`src/rtl/ua_split_pkg.sv`:
```
// Shared types for the misaligned access splitter.
package ua_split_pkg;

    // Access width code as seen on req_size.
    typedef enum logic [1:0] {
        ACC_BYTE = 2'd0,
        ACC_HALF = 2'd1,
        ACC_WORD = 2'd2,
        ACC_WRD2 = 2'd3
    } acc_size_e;

    // Sequencer states.
    typedef enum logic [2:0] {
        ST_IDLE   = 3'd0,
        ST_RD_LO  = 3'd1,
        ST_RD_HI  = 3'd2,
        ST_LD_FIN = 3'd3,
        ST_WR_LO  = 3'd4,
        ST_WR_HI  = 3'd5
    } eng_state_e;

    // Latched attributes of the access in flight.
    typedef struct packed {
        acc_size_e size;
        logic      sgn;
        logic      wr;
    } acc_cmd_t;

endpackage

```
`src/rtl/ua_split_funnel.sv`:
```
// Load path: joins the lower and upper aligned words, shifts the addressed
// bytes into place and extends the result to DATA_W.
// Assumes DATA_W is a multiple of 16 and lo_word/hi_word are the words at
// base and base+DATA_W/8.
module ua_split_funnel
    import ua_split_pkg::*;
#(
    parameter int DATA_W     = 32,
    parameter bit BIG_ENDIAN = 1'b0,
    localparam int OFF_W     = $clog2(DATA_W / 8)
) (
    input  logic [DATA_W-1:0] lo_word,
    input  logic [DATA_W-1:0] hi_word,
    input  logic [OFF_W-1:0]  off,
    input  acc_size_e         size,
    input  logic              sgn,
    output logic [DATA_W-1:0] value
);
    timeunit 1ns; timeprecision 1ps;

    localparam int SH_W = OFF_W + 3;

    logic [SH_W-1:0]   sh;
    logic [DATA_W-1:0] rj;

    assign sh = {off, 3'b000};

    // Endianness picks the funnel direction and where narrow values start.
    generate
        if (BIG_ENDIAN) begin : g_be
            logic [DATA_W-1:0] top;
            // Lowest-address byte moves to the top of the window.
            assign top = DATA_W'(({lo_word, hi_word} << sh) >> DATA_W);
            // Right-justify narrow values that start at the top.
            always_comb begin
                case (size)
                    ACC_BYTE: rj = top >> (DATA_W - 8);
                    ACC_HALF: rj = top >> (DATA_W - 16);
                    default:  rj = top;
                endcase
            end
        end else begin : g_le
            // Lowest-address byte moves to the bottom of the window.
            assign rj = DATA_W'({hi_word, lo_word} >> sh);
        end
    endgenerate

    // Width selection and extension.
    always_comb begin
        case (size)
            ACC_BYTE: value = {{(DATA_W-8){1'b0}}, rj[7:0]};
            ACC_HALF: value = {{(DATA_W-16){sgn & rj[15]}}, rj[15:0]};
            default:  value = rj;
        endcase
    end

endmodule

```
`src/rtl/ua_split_merge.sv`:
```
// Store path: places the store value at its byte offset across two words
// and merges it into the old contents under complementary byte masks.
// Assumes lo_old/hi_old hold the current words at base and base+DATA_W/8.
module ua_split_merge
    import ua_split_pkg::*;
#(
    parameter int DATA_W     = 32,
    parameter bit BIG_ENDIAN = 1'b0,
    localparam int OFF_W     = $clog2(DATA_W / 8)
) (
    input  logic [DATA_W-1:0] lo_old,
    input  logic [DATA_W-1:0] hi_old,
    input  logic [DATA_W-1:0] wdata,
    input  logic [OFF_W-1:0]  off,
    input  acc_size_e         size,
    output logic [DATA_W-1:0] lo_new,
    output logic [DATA_W-1:0] hi_new
);
    timeunit 1ns; timeprecision 1ps;

    localparam int SH_W = OFF_W + 3;
    localparam int DW2  = 2 * DATA_W;

    logic [SH_W-1:0]   sh;
    logic [DATA_W-1:0] smask;
    logic [DATA_W-1:0] lo_d, hi_d, lo_m, hi_m;

    assign sh = {off, 3'b000};

    // Right-justified mask of the bytes being written.
    always_comb begin
        case (size)
            ACC_BYTE: smask = {{(DATA_W-8){1'b0}}, 8'hFF};
            ACC_HALF: smask = {{(DATA_W-16){1'b0}}, 16'hFFFF};
            default:  smask = '1;
        endcase
    end

    // Endianness picks which end of the pair the value enters from.
    generate
        if (BIG_ENDIAN) begin : g_be
            logic [DATA_W-1:0] vl, ml;
            logic [DW2-1:0]    pd, pm;
            // Left-justify value and mask by the access width.
            always_comb begin
                case (size)
                    ACC_BYTE: begin vl = wdata << (DATA_W - 8);  ml = smask << (DATA_W - 8);  end
                    ACC_HALF: begin vl = wdata << (DATA_W - 16); ml = smask << (DATA_W - 16); end
                    default:  begin vl = wdata;                  ml = smask;                  end
                endcase
            end
            assign pd = {vl, {DATA_W{1'b0}}} >> sh;
            assign pm = {ml, {DATA_W{1'b0}}} >> sh;
            assign lo_d = pd[DW2-1:DATA_W];
            assign hi_d = pd[DATA_W-1:0];
            assign lo_m = pm[DW2-1:DATA_W];
            assign hi_m = pm[DATA_W-1:0];
        end else begin : g_le
            logic [DW2-1:0] pd, pm;
            assign pd = {{DATA_W{1'b0}}, wdata & smask} << sh;
            assign pm = {{DATA_W{1'b0}}, smask} << sh;
            assign lo_d = pd[DATA_W-1:0];
            assign hi_d = pd[DW2-1:DATA_W];
            assign lo_m = pm[DATA_W-1:0];
            assign hi_m = pm[DW2-1:DATA_W];
        end
    endgenerate

    // Keep old bytes outside the mask, insert new bytes inside it.
    assign lo_new = (lo_old & ~lo_m) | (lo_d & lo_m);
    assign hi_new = (hi_old & ~hi_m) | (hi_d & hi_m);

endmodule

```
`src/rtl/ua_split_ctrl.sv`:
```
// Sequencer: accepts one request when idle, issues the two aligned reads,
// then either finishes a load or writes the two merged words.
// Assumes the memory returns read data one cycle after mem_rd.
module ua_split_ctrl
    import ua_split_pkg::*;
#(
    parameter int ADDR_W = 32,
    parameter int DATA_W = 32,
    localparam int BYTES = DATA_W / 8,
    localparam int OFF_W = $clog2(BYTES)
) (
    input  logic              clk,
    input  logic              rst_n,
    input  logic              req_valid,
    input  logic [ADDR_W-1:0] req_addr,
    input  logic [1:0]        req_size,
    input  logic              req_signed,
    input  logic              req_write,
    input  logic [DATA_W-1:0] req_wdata,
    input  logic [DATA_W-1:0] mem_rdata,
    input  logic [DATA_W-1:0] ld_value,
    input  logic [DATA_W-1:0] st_lo,
    input  logic [DATA_W-1:0] st_hi,
    output logic              busy,
    output logic              done,
    output logic [DATA_W-1:0] rd_data,
    output acc_cmd_t          cmd,
    output logic [OFF_W-1:0]  off,
    output logic [DATA_W-1:0] wdata,
    output logic [DATA_W-1:0] lo_word,
    output logic [DATA_W-1:0] hi_word,
    output logic [ADDR_W-1:0] mem_addr,
    output logic              mem_rd,
    output logic              mem_wr,
    output logic [DATA_W-1:0] mem_wdata
);
    timeunit 1ns; timeprecision 1ps;

    localparam logic [ADDR_W-1:0] STEP = ADDR_W'(BYTES);

    eng_state_e        state_q;
    acc_cmd_t          cmd_q;
    logic [OFF_W-1:0]  off_q;
    logic [ADDR_W-1:0] base_q;
    logic [DATA_W-1:0] wdata_q, lo_q, hi_q, rd_q;
    logic              done_q;

    // State, latched request and captured words.
    always_ff @(posedge clk) begin
        if (!rst_n) begin
            state_q <= ST_IDLE;
            cmd_q   <= '0;
            off_q   <= '0;
            base_q  <= '0;
            wdata_q <= '0;
            lo_q    <= '0;
            hi_q    <= '0;
            rd_q    <= '0;
            done_q  <= 1'b0;
        end else begin
            done_q <= 1'b0;
            case (state_q)
                ST_IDLE: if (req_valid) begin
                    cmd_q   <= '{size: acc_size_e'(req_size), sgn: req_signed, wr: req_write};
                    off_q   <= req_addr[OFF_W-1:0];
                    base_q  <= {req_addr[ADDR_W-1:OFF_W], {OFF_W{1'b0}}};
                    wdata_q <= req_wdata;
                    state_q <= ST_RD_LO;
                end
                ST_RD_LO:  state_q <= ST_RD_HI;
                ST_RD_HI: begin
                    lo_q    <= mem_rdata;
                    state_q <= cmd_q.wr ? ST_WR_LO : ST_LD_FIN;
                end
                ST_LD_FIN: begin
                    rd_q    <= ld_value;
                    done_q  <= 1'b1;
                    state_q <= ST_IDLE;
                end
                ST_WR_LO: begin
                    hi_q    <= mem_rdata;
                    state_q <= ST_WR_HI;
                end
                ST_WR_HI: begin
                    done_q  <= 1'b1;
                    state_q <= ST_IDLE;
                end
                default: state_q <= ST_IDLE;
            endcase
        end
    end

    // Memory port drive from the current state.
    always_comb begin
        mem_rd    = (state_q == ST_RD_LO) || (state_q == ST_RD_HI);
        mem_wr    = (state_q == ST_WR_LO) || (state_q == ST_WR_HI);
        mem_addr  = ((state_q == ST_RD_HI) || (state_q == ST_WR_HI)) ? base_q + STEP : base_q;
        mem_wdata = (state_q == ST_WR_HI) ? st_hi : st_lo;
    end

    assign busy    = (state_q != ST_IDLE);
    assign done    = done_q;
    assign rd_data = rd_q;
    assign cmd     = cmd_q;
    assign off     = off_q;
    assign wdata   = wdata_q;
    assign lo_word = lo_q;
    assign hi_word = hi_q;

    // The second read follows the first, one word higher.
    assert_rd_pair_R2: assert property (@(posedge clk) disable iff (!rst_n)
        (state_q == ST_RD_LO) |=> (mem_rd && mem_addr == $past(mem_addr) + STEP));

    // The upper write follows the lower one, one word higher.
    assert_wr_order_R7: assert property (@(posedge clk) disable iff (!rst_n)
        (state_q == ST_WR_LO) |=> (mem_wr && mem_addr == $past(mem_addr) + STEP));

    // Never a read and a write on the same cycle.
    assert_rd_wr_excl_R7: assert property (@(posedge clk) disable iff (!rst_n)
        !(mem_rd && mem_wr));

    // Done lasts one cycle.
    assert_done_pulse_R8: assert property (@(posedge clk) disable iff (!rst_n)
        done |=> !done);

    // The end of busy is always marked by done.
    assert_busy_end_R8: assert property (@(posedge clk) disable iff (!rst_n)
        $fell(busy) |-> done);

    // A request while busy leaves the latched access untouched.
    assert_ignore_busy_R9: assert property (@(posedge clk) disable iff (!rst_n)
        (busy && req_valid) |=> ($stable(base_q) && $stable(cmd_q) && $stable(wdata_q)));

endmodule

```
`src/rtl/ua_split_engine.sv`:
```
// Top level of the misaligned access splitter: sequencer plus the load
// funnel and store merge datapaths.
// Assumes a word-wide memory with one-cycle read latency and one
// requester that waits for done before relying on results.
module ua_split_engine
    import ua_split_pkg::*;
#(
    parameter int ADDR_W     = 32,
    parameter int DATA_W     = 32,
    parameter bit BIG_ENDIAN = 1'b0
) (
    input  logic              clk,
    input  logic              rst_n,
    input  logic              req_valid,
    input  logic [ADDR_W-1:0] req_addr,
    input  logic [1:0]        req_size,
    input  logic              req_signed,
    input  logic              req_write,
    input  logic [DATA_W-1:0] req_wdata,
    output logic              busy,
    output logic              done,
    output logic [DATA_W-1:0] rd_data,
    output logic [ADDR_W-1:0] mem_addr,
    output logic              mem_rd,
    output logic              mem_wr,
    output logic [DATA_W-1:0] mem_wdata,
    input  logic [DATA_W-1:0] mem_rdata
);
    timeunit 1ns; timeprecision 1ps;

    localparam int OFF_W = $clog2(DATA_W / 8);

    acc_cmd_t          cmd;
    logic [OFF_W-1:0]  off;
    logic [DATA_W-1:0] wdata, lo_word, hi_word, ld_value, st_lo, st_hi;

    ua_split_ctrl #(.ADDR_W(ADDR_W), .DATA_W(DATA_W)) u_ctrl (
        .clk(clk), .rst_n(rst_n),
        .req_valid(req_valid), .req_addr(req_addr), .req_size(req_size),
        .req_signed(req_signed), .req_write(req_write), .req_wdata(req_wdata),
        .mem_rdata(mem_rdata), .ld_value(ld_value), .st_lo(st_lo), .st_hi(st_hi),
        .busy(busy), .done(done), .rd_data(rd_data),
        .cmd(cmd), .off(off), .wdata(wdata), .lo_word(lo_word), .hi_word(hi_word),
        .mem_addr(mem_addr), .mem_rd(mem_rd), .mem_wr(mem_wr), .mem_wdata(mem_wdata)
    );

    // Upper word is taken straight from the port on the finishing cycle.
    ua_split_funnel #(.DATA_W(DATA_W), .BIG_ENDIAN(BIG_ENDIAN)) u_funnel (
        .lo_word(lo_word), .hi_word(mem_rdata), .off(off),
        .size(cmd.size), .sgn(cmd.sgn), .value(ld_value)
    );

    ua_split_merge #(.DATA_W(DATA_W), .BIG_ENDIAN(BIG_ENDIAN)) u_merge (
        .lo_old(lo_word), .hi_old(hi_word), .wdata(wdata), .off(off),
        .size(cmd.size), .lo_new(st_lo), .hi_new(st_hi)
    );

    // A finished one-byte load carries nothing above bit 7.
    assert_byte_zext_R5: assert property (@(posedge clk) disable iff (!rst_n)
        (done && !cmd.wr && cmd.size == ACC_BYTE) |-> (rd_data[DATA_W-1:8] == '0));

    // An unsigned two-byte load carries nothing above bit 15.
    assert_half_zext_R6: assert property (@(posedge clk) disable iff (!rst_n)
        (done && !cmd.wr && cmd.size == ACC_HALF && !cmd.sgn) |-> (rd_data[DATA_W-1:16] == '0));

    // Completion is never reported while the engine is still busy.
    assert_done_idle_R8: assert property (@(posedge clk) disable iff (!rst_n)
        done |-> !busy);

endmodule

```
`config.mk`:
```
export PLATFORM = sky130hd
export DESIGN_NAME = ua_split_engine
export DESIGN_NICKNAME = d
export VERILOG_FILES = /design/src/rtl/ua_split_pkg.sv /design/src/rtl/ua_split_funnel.sv /design/src/rtl/ua_split_merge.sv /design/src/rtl/ua_split_ctrl.sv /design/src/rtl/ua_split_engine.sv
export SDC_FILE = /design/constraint.sdc
export NUM_CORES = 1
export LEC_CHECK = 0
export ABC_AREA = 0
export BUFFER_PORTS_ARGS = -buffer_cell sky130_fd_sc_hd__buf_2
export CORE_ASPECT_RATIO = 2
export CORE_MARGIN = 4
export CORE_UTILIZATION = 30
export DETAILED_ROUTE_END_ITERATION = 8
export GPL_TIMING_DRIVEN = 0
export MAX_ROUTING_LAYER = met4
export SLEW_MARGIN = 5
export SYNTH_ARGS = -nofsm -noshare
export SYNTH_HDL_FRONTEND = slang
export SYNTH_HIERARCHICAL = 1
export SYNTH_SLANG_ARGS = --single-unit
```
`constraint.sdc`:
```
create_clock -name clk -period 4.4 [get_ports clk]
set_input_delay 0.66 -clock clk [delete_from_list [all_inputs] [get_ports clk]]
set_output_delay 0.66 -clock clk [all_outputs]
set_load 0.005 [all_outputs]
```
==> results.json <==
{
  "status": "finished, final reports clean",
  "peakVddDrop_uv": 275.0,
  "ys_seq_area_share_pct": 34.67,
  "antenna_left": 0,
  "setup.worst_path.end_class": "primary output",
  "postCtsHoldBufs": 0,
  "initial_core_util_pct": 30.54,
  "rows": 92,
  "synth.distinct_cells": 54,
  "power_switching_mw": 1.206,
  "cap_violations": 0,
  "drtPass1Iterations": 7,
  "synthArstFlopShare_pct": 0,
  "drive_above_1_share_pct": 25.28,
  "ctsResizeCount": 0,
  "maxSlewViolCount": 0,
  "cp.required_ns": 3.74,
  "synth-edff-count": 0,
  "io_buffers": 199,
  "worst_ep_arrival_time_ns": 3.04,
  "seq_area_um2": 3363,
  "core-area_um2": 31770,
  "crit_chain": "buf_2 -> nand3b_1 -> a21oi_2 -> nand4_1 -> xnor2_1 -> buf_2",
  "crit_buf_inv": 2,
  "n_fill_cell": 3444,
  "ys_seq_elements": 168,
  "yosysMostFrequentCell": "nand2_1",
  "die_h_um": 262.3,
  "critical_path.top_delay_family": "simple AND/OR/NAND/NOR gates",
  "cts_tree": "built",
  "grt_usage_pct": 23.16,
  "ios": 203,
  "clk_latency_ns": 0.46,
  "fp.dieW_um": 135.2,
  "synth_top_area_share_pct": 34.67,
  "min_period_over_period_pct": 84.16,
  "crit_top_cell": "buf_2",
  "pre_cts_ws_ns": 1.109,
  "drc": 0,
  "antenna_cells": 0,
  "hold_class": "in -> reg",
  "grt_max_degree": 17,
  "layout_setup_ws_ns": 0.6969,
  "cts_buffer_depth": 2,
  "cts_buffers": 17,
  "crit_fanout": 10,
  "netSwitchingFraction_pct": 30.69,
  "p_leak_nw": 4.692,
  "tightest_slew_ns": 1.039,
  "area_delta_synth_final_pct": 21.72,
  "drt_iter0_drc": 478,
  "skew_ns": 0.008785,
  "start_kind": "register",
  "cts.sinks": 168,
  "h-tree-depth": 4,
  "synth-main-ff-cell": "dfxtp_1",
  "pwr-share-seq_pct": 43.5,
  "grt_pass1_vias": 9544,
  "intPower_mw": 2.724,
  "pwr-share-comb_pct": 17.8,
  "relSlewSlack_pct": 30.17,
  "worstSetupPathType": "reg -> out",
  "dieArea_um2": 35460,
  "antenna_found_initial": 0,
  "viasPerCell": 5.041,
  "syn_avg_cell_area_um2": 8.058,
  "synthCells": 1204,
  "clock.fmax_ghz": 0.2700,
  "setup_viol": 0,
  "overflow": 0,
  "grt_pass1_wl_um": 58790,
  "root_buffer": "clkbuf_16",
  "synth_commonest_cells": "444 x nand2_1, 168 x dfxtp_1, 163 x a21boi_0",
  "synth_area_um2": 9702,
  "tns_ns": 0,
  "multi_input_area_um2": 5786,
  "layout.nets": 1527,
  "cts_setup_buffers": 0,
  "synth_largest_area_cell": "dfxtp_1",
  "hold_viol_final": 0,
  "rsz0062_at_grt": "false",
  "max_stage_delay_ns": 0.74,
  "critPathSlowestCell": "a21oi_2",
  "finalCriticalPeriod_ns": 3.703,
  "hpwl_um": 33230,
  "power_frac_clock_pct": 38.7,
  "wl_per_cell_um": 21.72,
  "synth.area.top_cells": "dfxtp_1 35%, nand2_1 17%, a21boi_0 13%, mux2_2 3.7%, mux4_2 3.7%",
  "num_vias": 9372,
  "clkTransAtPathRegs_ns": 0.07,
  "power.density_nw_per_um2": 332.8,
  "gp_congestion": 1.010,
  "drt_wl_total_um": 40380,
  "ys_warn_count": 6
}
[layer usage]
layer / vias to the layer above / share of wire (%) / track usage (%)
met5: - / 0 / -
met4: 0 / 8.0 / 16.47
met3: 118 / 3.8 / 3.238
met2: 300 / 57 / 44.08
met1: 4426 / 32 / 19.99
li1: 4528 / - / -
[registers in the layout, summed over array words and instances, names as in the netlist]
signal and flops:
u_ctrl/rd_data 32, u_ctrl/wdata 32, u_ctrl/base_q 30, u_ctrl/off 2, u_ctrl/lo_word 32, u_ctrl/state_q 3, u_ctrl/hi_word 32, u_ctrl/done 1
u_ctrl/cmd 4
[logic make-up after synthesis]
group / synth area share, %
AND/OR/NAND/NOR: 23.41
flip-flops: 34.67
multiplexers: 13.21
XOR/XNOR: 2.618
other: 0.03865
buffers and inverters: 5.739
AO/OA/AOI/OAI: 20.20
adder cells (fa/ha/maj): 0.1289
[worst reg2reg max path, delay by kind of cell, from the launching register on]
family                 cells  cell delay [ns]
AOI/OAI and AO/OA          2             0.22
buffers and inverters      1             0.18
DFF                        1             0.78
muxes                      1             0.70
and+or+nand+nor            2             0.38
[power by group through the flow]
stage | clock network, mW | logic [mW] | registers, mW
after floorplan | 0 | 0.431 | 1.68
after global placement | 0 | 0.698 | 1.74
after detailed placement | 0 | 0.705 | 1.74
after CTS | 1.56 | 0.707 | 1.71
after global routing | 1.61 | 0.761 | 1.71
final | 1.52 | 0.701 | 1.71
[path summary, 6_finish.rpt]
kind,slack (ns),start,to,depth (start not counted)
max,0.70,u_ctrl/state_q[0],mem_addr[31],6
max reg2reg,2.02,u_ctrl/off[0],u_ctrl/rd_data[31],6
min,0.45,req_size[0],u_ctrl/cmd[2],3
min reg2reg,0.46,u_ctrl/rd_data[13],u_ctrl/rd_data[13],2
[placed cells by master, fill, tap and decap left out, types with 4 or more instances in the layout]
cell type / netlist / routed
mux4_2: 16 / 16
nor2_1: 25 / 25
mux2_2: 32 / 32
buf_6: 8 / 8
and3_1: 5 / 5
nor2b_1: 10 / 10
mux2_4: 14 / 14
nand2b_1: 6 / 6
clkbuf_1: 51 / 53
inv_1: 4 / 4
nand2_1: 444 / 444
clkbuf_16: 0 / 17
a22oi_1: 17 / 17
a221o_1: 7 / 7
buf_4: 21 / 21
and2_1: 6 / 6
buf_2: 18 / 217
a21oi_1: 16 / 16
nand3_1: 13 / 13
dfxtp_1: 168 / 168
a21boi_0: 163 / 163
mux2i_1: 35 / 35
nand4_1: 13 / 13
inv_6: 0 / 4
a22oi_2: 6 / 6
o21ai_0: 26 / 26
xnor2_1: 26 / 26
o221ai_1: 16 / 16
[cell type report]
cell class	count	share of cell area, %
Sequential cell	168	28.48
Clock inverter	13	1.229
Inverter	6	0.1907
Tap cell	423	4.482
Buffer	99	4.524
Timing Repair Buffer	199	8.434
Multi-Input combinational cell	932	48.99
Clock buffer	19	3.666
[metrics by stage]
| step | instance area [um^2] | cells | util (%) | power, mW | hold WS [ns] |
|---|---|---|---|---|---|
| floorplan | 9706 | 1205 | - | 2.112 | 0.4410 |
| global placement | 11230 | 1827 | 35.35 | 2.438 | 0.4495 |
| detailed placement | 11230 | 1827 | 35.35 | 2.446 | 0.4571 |
| CTS | 11810 | 1859 | 37.17 | 3.969 | 0.4322 |
| global route | 11810 | 1859 | 37.17 | 4.085 | 0.4468 |
| finish | 11810 | 1859 | 37.17 | 3.930 | 0.4501 |
No activity file was read; power rests on OpenSTA's default activity.
